`src/rtl/wbc_pkg.sv`:
```
package wbc_pkg;

    // Phases of the external-memory sequencer.
    typedef enum logic [2:0] {
        SQ_LOAD_REQ,
        SQ_LOAD_WAIT,
        SQ_SCAN,
        SQ_WB_REQ,
        SQ_WB_WAIT
    } seq_state_e;

    function automatic logic in_preload(input seq_state_e st);
        return (st == SQ_LOAD_REQ) || (st == SQ_LOAD_WAIT);
    endfunction

    function automatic logic in_writeback(input seq_state_e st);
        return (st == SQ_WB_REQ) || (st == SQ_WB_WAIT);
    endfunction

endpackage

```
`src/rtl/wbc_store.sv`:
```
module wbc_store #(
    parameter int DW    = 32,
    parameter int LINES = 16,
    localparam int IDX_W = $clog2(LINES)
) (
    input  logic             clk,
    input  logic             rst,
    input  logic             wr_en,
    input  logic [IDX_W-1:0] wr_idx,
    input  logic [DW-1:0]    wr_data,
    input  logic [IDX_W-1:0] rd_idx_a,
    output logic [DW-1:0]    rd_data_a,
    input  logic [IDX_W-1:0] rd_idx_b,
    output logic [DW-1:0]    rd_data_b,
    input  logic             dirty_set,
    input  logic [IDX_W-1:0] dirty_set_idx,
    input  logic             dirty_clr,
    input  logic [IDX_W-1:0] dirty_clr_idx,
    output logic [LINES-1:0] dirty
);
    logic [DW-1:0]    line_q [LINES];
    logic [LINES-1:0] dirty_d;

    always_ff @(posedge clk) begin
        if (wr_en) line_q[wr_idx] <= wr_data;
    end

    assign rd_data_a = line_q[rd_idx_a];
    assign rd_data_b = line_q[rd_idx_b];

    // A set in the same cycle as a clear on the same line wins.
    always_comb begin
        dirty_d = dirty;
        if (dirty_clr) dirty_d[dirty_clr_idx] = 1'b0;
        if (dirty_set) dirty_d[dirty_set_idx] = 1'b1;
    end

    always_ff @(posedge clk) begin
        if (rst) dirty <= '0;
        else     dirty <= dirty_d;
    end
endmodule

```
`src/rtl/wbc_front.sv`:
```
module wbc_front #(
    parameter int AW    = 16,
    parameter int DW    = 32,
    parameter int LINES = 16,
    localparam int IDX_W = $clog2(LINES)
) (
    input  logic             clk,
    input  logic             rst,
    input  logic             loaded,
    input  logic             drain_req,
    input  logic             req_valid,
    output logic             req_ready,
    input  logic             req_we,
    input  logic [AW-1:0]    req_addr,
    input  logic [DW-1:0]    req_wdata,
    output logic             rsp_valid,
    output logic [DW-1:0]    rsp_rdata,
    output logic [IDX_W-1:0] st_idx,
    input  logic [DW-1:0]    st_rdata,
    output logic             cli_wr_en,
    output logic [DW-1:0]    cli_wdata
);
    typedef struct packed {
        logic             we;
        logic [IDX_W-1:0] idx;
        logic [DW-1:0]    data;
    } cli_req_t;

    cli_req_t cur;
    logic     accept;

    assign cur.we   = req_we;
    assign cur.idx  = req_addr[IDX_W-1:0];
    assign cur.data = req_wdata;

    // Writes wait while a drain is pending; reads always pass once loaded.
    assign req_ready = loaded && !(drain_req && cur.we);
    assign accept    = req_valid && req_ready;

    assign st_idx    = cur.idx;
    assign cli_wr_en = accept && cur.we;
    assign cli_wdata = cur.data;

    always_ff @(posedge clk) begin
        if (rst) begin
            rsp_valid <= 1'b0;
            rsp_rdata <= '0;
        end else begin
            rsp_valid <= accept;
            if (accept) rsp_rdata <= cur.we ? cur.data : st_rdata;
        end
    end
endmodule

```
`src/rtl/wbc_seq.sv`:
```
module wbc_seq
    import wbc_pkg::*;
#(
    parameter int          AW    = 16,
    parameter int          DW    = 32,
    parameter int          LINES = 16,
    parameter logic [AW-1:0] BASE = '0,
    localparam int IDX_W = $clog2(LINES)
) (
    input  logic             clk,
    input  logic             rst,
    output logic             mem_req_valid,
    input  logic             mem_req_ready,
    output logic             mem_req_we,
    output logic [AW-1:0]    mem_req_addr,
    output logic [DW-1:0]    mem_req_wdata,
    input  logic             mem_rsp_valid,
    input  logic [DW-1:0]    mem_rsp_rdata,
    input  logic [LINES-1:0] dirty,
    output logic [IDX_W-1:0] rd_idx,
    input  logic [DW-1:0]    rd_data,
    output logic             load_en,
    output logic [IDX_W-1:0] load_idx,
    output logic [DW-1:0]    load_data,
    output logic             clr_en,
    output logic [IDX_W-1:0] clr_idx,
    input  logic             cli_wr_en,
    input  logic [IDX_W-1:0] cli_idx,
    output logic             loaded,
    output logic             wb_busy
);
    localparam logic [IDX_W-1:0] LAST = IDX_W'(LINES - 1);

    seq_state_e       state_q, state_d;
    logic [IDX_W-1:0] ptr_q, ptr_d;
    logic [IDX_W-1:0] wb_idx_q, wb_idx_d;
    logic [DW-1:0]    wb_data_q, wb_data_d;
    logic             redirty_q, redirty_d;

    function automatic logic [IDX_W-1:0] step(input logic [IDX_W-1:0] i);
        return (i == LAST) ? '0 : i + 1'b1;
    endfunction

    assign loaded  = !in_preload(state_q);
    assign wb_busy = in_writeback(state_q);

    always_comb begin
        state_d       = state_q;
        ptr_d         = ptr_q;
        wb_idx_d      = wb_idx_q;
        wb_data_d     = wb_data_q;
        redirty_d     = redirty_q;
        mem_req_valid = 1'b0;
        mem_req_we    = 1'b0;
        mem_req_addr  = BASE + AW'(ptr_q);
        mem_req_wdata = wb_data_q;
        load_en       = 1'b0;
        load_idx      = ptr_q;
        load_data     = mem_rsp_rdata;
        clr_en        = 1'b0;
        clr_idx       = wb_idx_q;
        rd_idx        = ptr_q;
        unique case (state_q)
            SQ_LOAD_REQ: begin
                mem_req_valid = 1'b1;
                if (mem_req_ready) state_d = SQ_LOAD_WAIT;
            end
            SQ_LOAD_WAIT: begin
                if (mem_rsp_valid) begin
                    load_en = 1'b1;
                    ptr_d   = step(ptr_q);
                    state_d = (ptr_q == LAST) ? SQ_SCAN : SQ_LOAD_REQ;
                end
            end
            SQ_SCAN: begin
                if (dirty[ptr_q]) begin
                    wb_idx_d  = ptr_q;
                    wb_data_d = rd_data;
                    redirty_d = cli_wr_en && (cli_idx == ptr_q);
                    state_d   = SQ_WB_REQ;
                end else begin
                    ptr_d = step(ptr_q);
                end
            end
            SQ_WB_REQ: begin
                mem_req_valid = 1'b1;
                mem_req_we    = 1'b1;
                mem_req_addr  = BASE + AW'(wb_idx_q);
                if (cli_wr_en && (cli_idx == wb_idx_q)) redirty_d = 1'b1;
                if (mem_req_ready) state_d = SQ_WB_WAIT;
            end
            SQ_WB_WAIT: begin
                mem_req_addr = BASE + AW'(wb_idx_q);
                if (cli_wr_en && (cli_idx == wb_idx_q)) redirty_d = 1'b1;
                if (mem_rsp_valid) begin
                    clr_en  = !redirty_q;
                    ptr_d   = step(wb_idx_q);
                    state_d = SQ_SCAN;
                end
            end
            default: state_d = SQ_LOAD_REQ;
        endcase
    end

    always_ff @(posedge clk) begin
        if (rst) begin
            state_q   <= SQ_LOAD_REQ;
            ptr_q     <= '0;
            wb_idx_q  <= '0;
            wb_data_q <= '0;
            redirty_q <= 1'b0;
        end else begin
            state_q   <= state_d;
            ptr_q     <= ptr_d;
            wb_idx_q  <= wb_idx_d;
            wb_data_q <= wb_data_d;
            redirty_q <= redirty_d;
        end
    end
endmodule

```
`src/rtl/wb_window_cache.sv`:
```
module wb_window_cache #(
    parameter int            AW    = 16,
    parameter int            DW    = 32,
    parameter int            LINES = 16,
    parameter logic [AW-1:0] BASE  = 16'h0200
) (
    input  logic          clk,
    input  logic          rst,
    input  logic          req_valid,
    output logic          req_ready,
    input  logic          req_we,
    input  logic [AW-1:0] req_addr,
    input  logic [DW-1:0] req_wdata,
    output logic          rsp_valid,
    output logic [DW-1:0] rsp_rdata,
    input  logic          drain_req,
    output logic          drain_done,
    output logic          mem_req_valid,
    input  logic          mem_req_ready,
    output logic          mem_req_we,
    output logic [AW-1:0] mem_req_addr,
    output logic [DW-1:0] mem_req_wdata,
    input  logic          mem_rsp_valid,
    input  logic [DW-1:0] mem_rsp_rdata
);
    localparam int IDX_W = $clog2(LINES);

    logic             loaded, wb_busy;
    logic [LINES-1:0] dirty;
    logic [IDX_W-1:0] cli_idx, seq_rd_idx, load_idx, clr_idx;
    logic [DW-1:0]    cli_rdata, seq_rd_data, load_data, cli_wdata;
    logic             cli_wr_en, load_en, clr_en;
    logic             st_wr_en;
    logic [IDX_W-1:0] st_wr_idx;
    logic [DW-1:0]    st_wr_data;

    // Preload and client writes never overlap: clients wait for loaded.
    assign st_wr_en   = load_en || cli_wr_en;
    assign st_wr_idx  = load_en ? load_idx  : cli_idx;
    assign st_wr_data = load_en ? load_data : cli_wdata;

    assign drain_done = drain_req && loaded && !(|dirty) && !wb_busy;

    wbc_store #(.DW(DW), .LINES(LINES)) u_store (
        .clk(clk), .rst(rst),
        .wr_en(st_wr_en), .wr_idx(st_wr_idx), .wr_data(st_wr_data),
        .rd_idx_a(cli_idx), .rd_data_a(cli_rdata),
        .rd_idx_b(seq_rd_idx), .rd_data_b(seq_rd_data),
        .dirty_set(cli_wr_en), .dirty_set_idx(cli_idx),
        .dirty_clr(clr_en), .dirty_clr_idx(clr_idx),
        .dirty(dirty)
    );

    wbc_front #(.AW(AW), .DW(DW), .LINES(LINES)) u_front (
        .clk(clk), .rst(rst), .loaded(loaded), .drain_req(drain_req),
        .req_valid(req_valid), .req_ready(req_ready), .req_we(req_we),
        .req_addr(req_addr), .req_wdata(req_wdata),
        .rsp_valid(rsp_valid), .rsp_rdata(rsp_rdata),
        .st_idx(cli_idx), .st_rdata(cli_rdata),
        .cli_wr_en(cli_wr_en), .cli_wdata(cli_wdata)
    );

    wbc_seq #(.AW(AW), .DW(DW), .LINES(LINES), .BASE(BASE)) u_seq (
        .clk(clk), .rst(rst),
        .mem_req_valid(mem_req_valid), .mem_req_ready(mem_req_ready),
        .mem_req_we(mem_req_we), .mem_req_addr(mem_req_addr),
        .mem_req_wdata(mem_req_wdata),
        .mem_rsp_valid(mem_rsp_valid), .mem_rsp_rdata(mem_rsp_rdata),
        .dirty(dirty), .rd_idx(seq_rd_idx), .rd_data(seq_rd_data),
        .load_en(load_en), .load_idx(load_idx), .load_data(load_data),
        .clr_en(clr_en), .clr_idx(clr_idx),
        .cli_wr_en(cli_wr_en), .cli_idx(cli_idx),
        .loaded(loaded), .wb_busy(wb_busy)
    );
endmodule

```
`config.mk`:
```
export PLATFORM = sky130hd
export DESIGN_NAME = wb_window_cache
export DESIGN_NICKNAME = d
export VERILOG_FILES = /design/src/rtl/wbc_pkg.sv /design/src/rtl/wbc_store.sv /design/src/rtl/wbc_front.sv /design/src/rtl/wbc_seq.sv /design/src/rtl/wb_window_cache.sv
export SDC_FILE = /design/constraint.sdc
export NUM_CORES = 1
export LEC_CHECK = 0
export BUFFER_PORTS_ARGS = -buffer_cell sky130_fd_sc_hd__buf_4
export CORE_MARGIN = 4
export CORE_UTILIZATION = 45
export CTS_BUF_LIST = sky130_fd_sc_hd__clkbuf_16
export DETAILED_ROUTE_END_ITERATION = 10
export GPL_TIMING_DRIVEN = 0
export PLACE_DENSITY = 0.6
export REMOVE_ABC_BUFFERS = 1
export SLEW_MARGIN = 0
export SYNTH_ARGS = -nofsm -noshare
export SYNTH_HDL_FRONTEND = slang
export SYNTH_SLANG_ARGS = --single-unit
```
`constraint.sdc`:
```
create_clock -name clk -period 4.7 [get_ports clk]
set_input_delay 0.47 -clock clk [delete_from_list [all_inputs] [get_ports clk]]
set_output_delay 0.47 -clock clk [all_outputs]
set_load 0.01 [all_outputs]
```
Yosys cells after proc, flatten, opt, wreduce, memory -nomap -nowiden

Memories as Yosys holds them, arrays and structs flattened. A register that Yosys moved wholly into a read port is not among the register bits.
Index checks and enable logic that the tools add are counted.

Register bits after elaboration: 29
RAM bits: 512
Input port bits: 87
Word-level logic and storage cells: 98
Memories: 1

Memory list:

| memory         | depth | width | rd ports | clocked after Yosys merged registers in | wr ports | RTL line        | RTL |
|---|---|---|---|---|---|---|---|
| u_store.line_q | 16    | 32    | 2        | 2                                       | 1        | wbc_store.sv:21 | `logic [DW-1:0] line_q [LINES];` |

Add/subtract/negate cells: 4
$lt $le $gt $ge: 5
Eq/ne operators: 15
Mux-type cells: 35
Bitwise logic cells: 3
Reduce and logical (&&, ||, !) cells: 29

Operator list:

| kind                  | number |
|---|---|
| $mux 16               | 3 |
| $mux 32               | 1 |
| $mux 4                | 6 |
| $add 10x4->11 const A | 2 |
| $and 16x16->16        | 1 |
| $not 16->16           | 1 |
| $or 16x16->16         | 1 |
| $reduce_or 16->1      | 1 |
| $lt 4x5->1 const B    | 3 |
| $mux 3                | 5 |
| $pmux 3 s5            | 1 |
| $mux 1                | 13 |
| $pmux 4 s3            | 1 |
| $logic_and 1x1->1     | 11 |
| $ne 2x2->1 const B    | 5 |
| $add 4x1->4 const B   | 2 |
| $demux 1 s4           | 2 |
| $eq 4x4->1            | 2 |
| $eq 4x4->1 const B    | 2 |
| $ge 4x1->1 const B    | 2 |
| $eq 3x2->1 const B    | 2 |
| $logic_not 1->1       | 5 |
| $reduce_and 5->1      | 1 |
| $bmux 1 s4            | 1 |
| other kinds (13)      | 17 |

Logic depth before layout (Yosys ltp)

Depth in word-level cells: 9
Gate-level depth with buffers: 9

By module

A second synthesis with hierarchy kept.

Cell total of the unflattened synthesis: 1715
Area, all modules: 28976.5 sq um

By module, submodules not included:

| module          | instances | cells an instance | area each (sq um) | sequential area each (sq um) |
|---|---|---|---|---|
| wbc_store       | 1         | 1158              | 23557.6           | 15695.1 |
| wbc_seq         | 1         | 322               | 2812.7            | 880.8 |
| wbc_front       | 1         | 188               | 1966.9            | 660.6 |
| wb_window_cache | 1         | 47                | 639.4             | 0.0 |

Least setup slack after synthesis

OpenSTA, ideal clock, no wires.

Path type: input port to flip-flop
From: input port req_addr[3]
To: memory u_store.line_q[10][0], enable pin
Arrival: 2.767 ns
Data required time: 4.279 ns
Path slack: 1.512 ns
Stages on the path: 5
Path buffers: 2
Path through: buf_2 > clkbuf_1 > nor2b_1 > a32oi_1 > nor2_1

Word-level cells in the longest chain between the ends: 1

Ends and longest elaborated chain:

| item            | RTL line              | RTL |
|---|---|---|
| start, declared | wb_window_cache.sv:12 | `input logic [AW-1:0] req_addr,` |
| $mux 4          | wb_window_cache.sv:39 | `assign st_wr_idx = load_en ? load_idx : cli_idx;` |
| end, declared   | wbc_store.sv:21       |  |

Every way passes these cells.

==> run metrics <==
number of antenna violations at the first check in global routing 0; Cell Count, Final, Fillers Out 2651; CTS tree built; total vias in the final route 16800; worst-case reg-to-reg path depth 9; slowest cell on the critical path dfxtp_4; Top FF cell, synth edfxtp_1; met2 usage 38.0%; crit start category flip-flop; Slew Limit Fails 0; ant diodes 0; CTS resizes 0; GR Util met3 4.60%; drc violations 0; Final Hold Viols 0; Vert. Die Dim 258 um; post-route cell area 33100 um^2; Max Clk Rate 272 MHz; vias per cell 6.33; cell count after synthesis 1633; data required time of the worst path 5.16 ns; TNS Setup 0 ns; kind of critical path reg -> reg; io pins 172; most frequent cells in the layout 512 x edfxtp_1, 288 x mux4_2, 145 x buf_4; worst reg2reg path startpoint u_seq.load_idx[1]$_SDFFE_PP0P_; Clock transition at path regs 0.06 ns; power per cell area 368 nW/um^2; H-tree depth 3; M1 GR Usage 33.4%; largest net degree at the start of global routing 99; smallest setup slack after layout 1.03 ns; Hold Crit Class in -> reg; WL per Instance 30.1 um; Post-DP Area 30900 um^2; Worst-Margin Slew 1.11 ns; GRT Util Overall 23.8%; root buffer selected by CTS clkbuf_16; commonest non-fill, non-tap cell in the layout edfxtp_1; GRT busiest layer met2; RSZ-0062 raised after global routing false; Iteration-0 DRC Markers 1813; nets@finish 1853; synthesized flop and latch total 605; worst-path maximum fanout 51; Setup crit end kind flip-flop; Max-Cap Viols 0; Final GP Congestion 0.810; Port Buffer Count 147; min cycle time layout 3.67 ns; Initial Utilization 45.6%; mapped cell area 28200 um^2; Yosys cell types 55; outcome finished clean; CTS Buf Count 67; Worst Path Arrival 4.14 ns; crit share post-route 78.2%; cell leakage power 10.6 nW; DRT Pass-1 Iters 5; Crit path largest cell delay 0.92 ns; hpwl dp 47700 um; Cells after DPL 2529; first-pass GRT wire length 116000 um; HP Start mem_rsp_valid; routed wire length 79800 um; maximum root-to-sink buffer count 3; Die ar. 66700 um^2; Layout Skew 0.0218 ns; worst vdd ir 0.243 mV; pre-CTS setup slack 0.667 ns; core area 61800 um^2; vias in the first global route 17500; setup violators final 0; global route overflow 0; Synth warnings 0; Async S/R FF share, synth 0%; Routed Antenna Nets 0; Die Wd 258 um; syn avg cell area 17.2 um^2; Sink Count 605; Worst-Skew Late Latency 0.60 ns; Rows 91; hold-fix buffers at CTS 0; critical-path cell list buf_16 -> xnor2_1 -> nand4_1 -> o21ai_4 -> buf_12 -> or3_2 -> buf_12 -> buf_16 -> o211ai_2; Setup Fix Bufs, Post-CTS 0; Slew HR 25.9%; WHS Path Cells 3; Post-synth EDFFs 512; post-synthesis sequential area ratio 61.2%; Layout area overhead 17.4%; Critical Path Source u_seq.load_idx[1]$_SDFFE_PP0P_; layout cells sized above 1 37.2%
[path summary, 6_finish.rpt]
kind | endpoint | slack [ns]
max reg2reg | u_front.rsp_rdata[22]$_SDFFE_PP0N_ | 1.03
min reg2reg | u_seq.mem_req_wdata[16]$_SDFFE_PP0N_ | 0.46
min | u_seq.state_q[2]$_SDFFE_PP0P_ | 0.20
max | u_front.rsp_rdata[22]$_SDFFE_PP0N_ | 1.03
[flip-flops by register name, summed over array words and instances, names as in the netlist]
register	count
u_front.rsp_rdata	32
u_front.rsp_valid	1
u_seq.clr_idx	4
u_seq.load_idx	4
u_seq.mem_req_wdata	32
u_seq.redirty_q	1
u_seq.state_q	3
u_store.dirty	16
u_store.line_q	512
[layout make-up]
| type | count | area [um^2] |
|---|---|---|
| inverters | 42 | 158 |
| well taps | 837 | 1050 |
| flip-flops and latches | 605 | 17200 |
| repair buffers | 195 | 2270 |
| clock inverters | 51 | 364 |
| multi-input cells | 850 | 10200 |
| fillers | 4882 | 28700 |
| clock buffers | 71 | 1780 |
[through the flow]
step           util (%)  hold WS, ns  power (W)
2_1_floorplan         -        0.455    0.00680
3_3_place_gp       47.8        0.453    0.00721
3_5_place_dp       50.0        0.452    0.00718
4_1_cts            53.5        0.176     0.0123
5_1_grt            53.5        0.196     0.0126
6_report           53.5        0.199     0.0122
[report_power, final]
part / switching, W / leakage (nW) / total [W] / internal [W]
clock: 0.00212 / 1.10 / 0.00512 / 0.00300
combinational: 0.000572 / 4.18 / 0.00107 / 0.000499
sequential: 0.0000391 / 5.36 / 0.00598 / 0.00594
total: 0.00273 / 10.6 / 0.0122 / 0.00945
[per-layer routing]
metal / part of all wire [%] / wire length, um
met1: 41 / 32500
met2: 48 / 38100
met3: 8.4 / 6700
met4: 3.1 / 2440
met5: 0 / 0
[worst max-delay path: cells and delay by family, from the launching register on]
family	cells	cell delay, ns
AOI/OAI and AO/OA	2	0.64
xor gates and xnor gates	1	0.16
buffers and inverters	4	1.08
DFF	1	0.92
and+or+nand+nor	2	0.67
[synth_stat cells (3+ instances only)]
cell      count  area share [%]
ha_1          5            0.22
a22oi_1      78             2.1
nor4_1        6            0.13
a32oi_1       4            0.12
and2_1        4           0.089
nand2_1      88             1.2
buf_1         3           0.040
mux2_2       35             1.4
o21ai_1      10            0.18
xnor2_1       6            0.19
buf_6         5            0.20
a21oi_1      50            0.89
nor2_1       49            0.65
o211ai_2     24             1.1
nor2b_1       9            0.20
nand2b_1      5            0.11
edfxtp_1    512              55
inv_1        10            0.13
o211ai_1      8            0.21
buf_4        14            0.37
o21ai_0      38            0.68
nor3_1        5           0.089
xor2_1        5            0.16
buf_2        57             1.0
clkbuf_1     62            0.83
a31oi_1       6            0.13
mux4_2      288              23
buf_12        4            0.28
clkinv_1     32            0.43
nand3_1      76             1.4
dfxtp_1      93             6.6
mux2i_1      11            0.39
[cell families (layout without fill, tap and decap cells)]
| logic type | count (synthesis) | after routing | synth area share, % |
|---|---|---|---|
| multiplexers | 334 | 334 | 24.8 |
| other | 2 | 12 | 0.0267 |
| flip-flops | 605 | 605 | 61.2 |
| adder cells (fa/ha/maj) | 5 | 5 | 0.222 |
| XOR/XNOR | 11 | 11 | 0.342 |
| AND/OR/NAND/NOR | 257 | 257 | 4.22 |
| buffers and inverters | 188 | 359 | 3.35 |
| AO/OA/AOI/OAI | 231 | 231 | 5.82 |
Power figures use the tool's default switching activity.
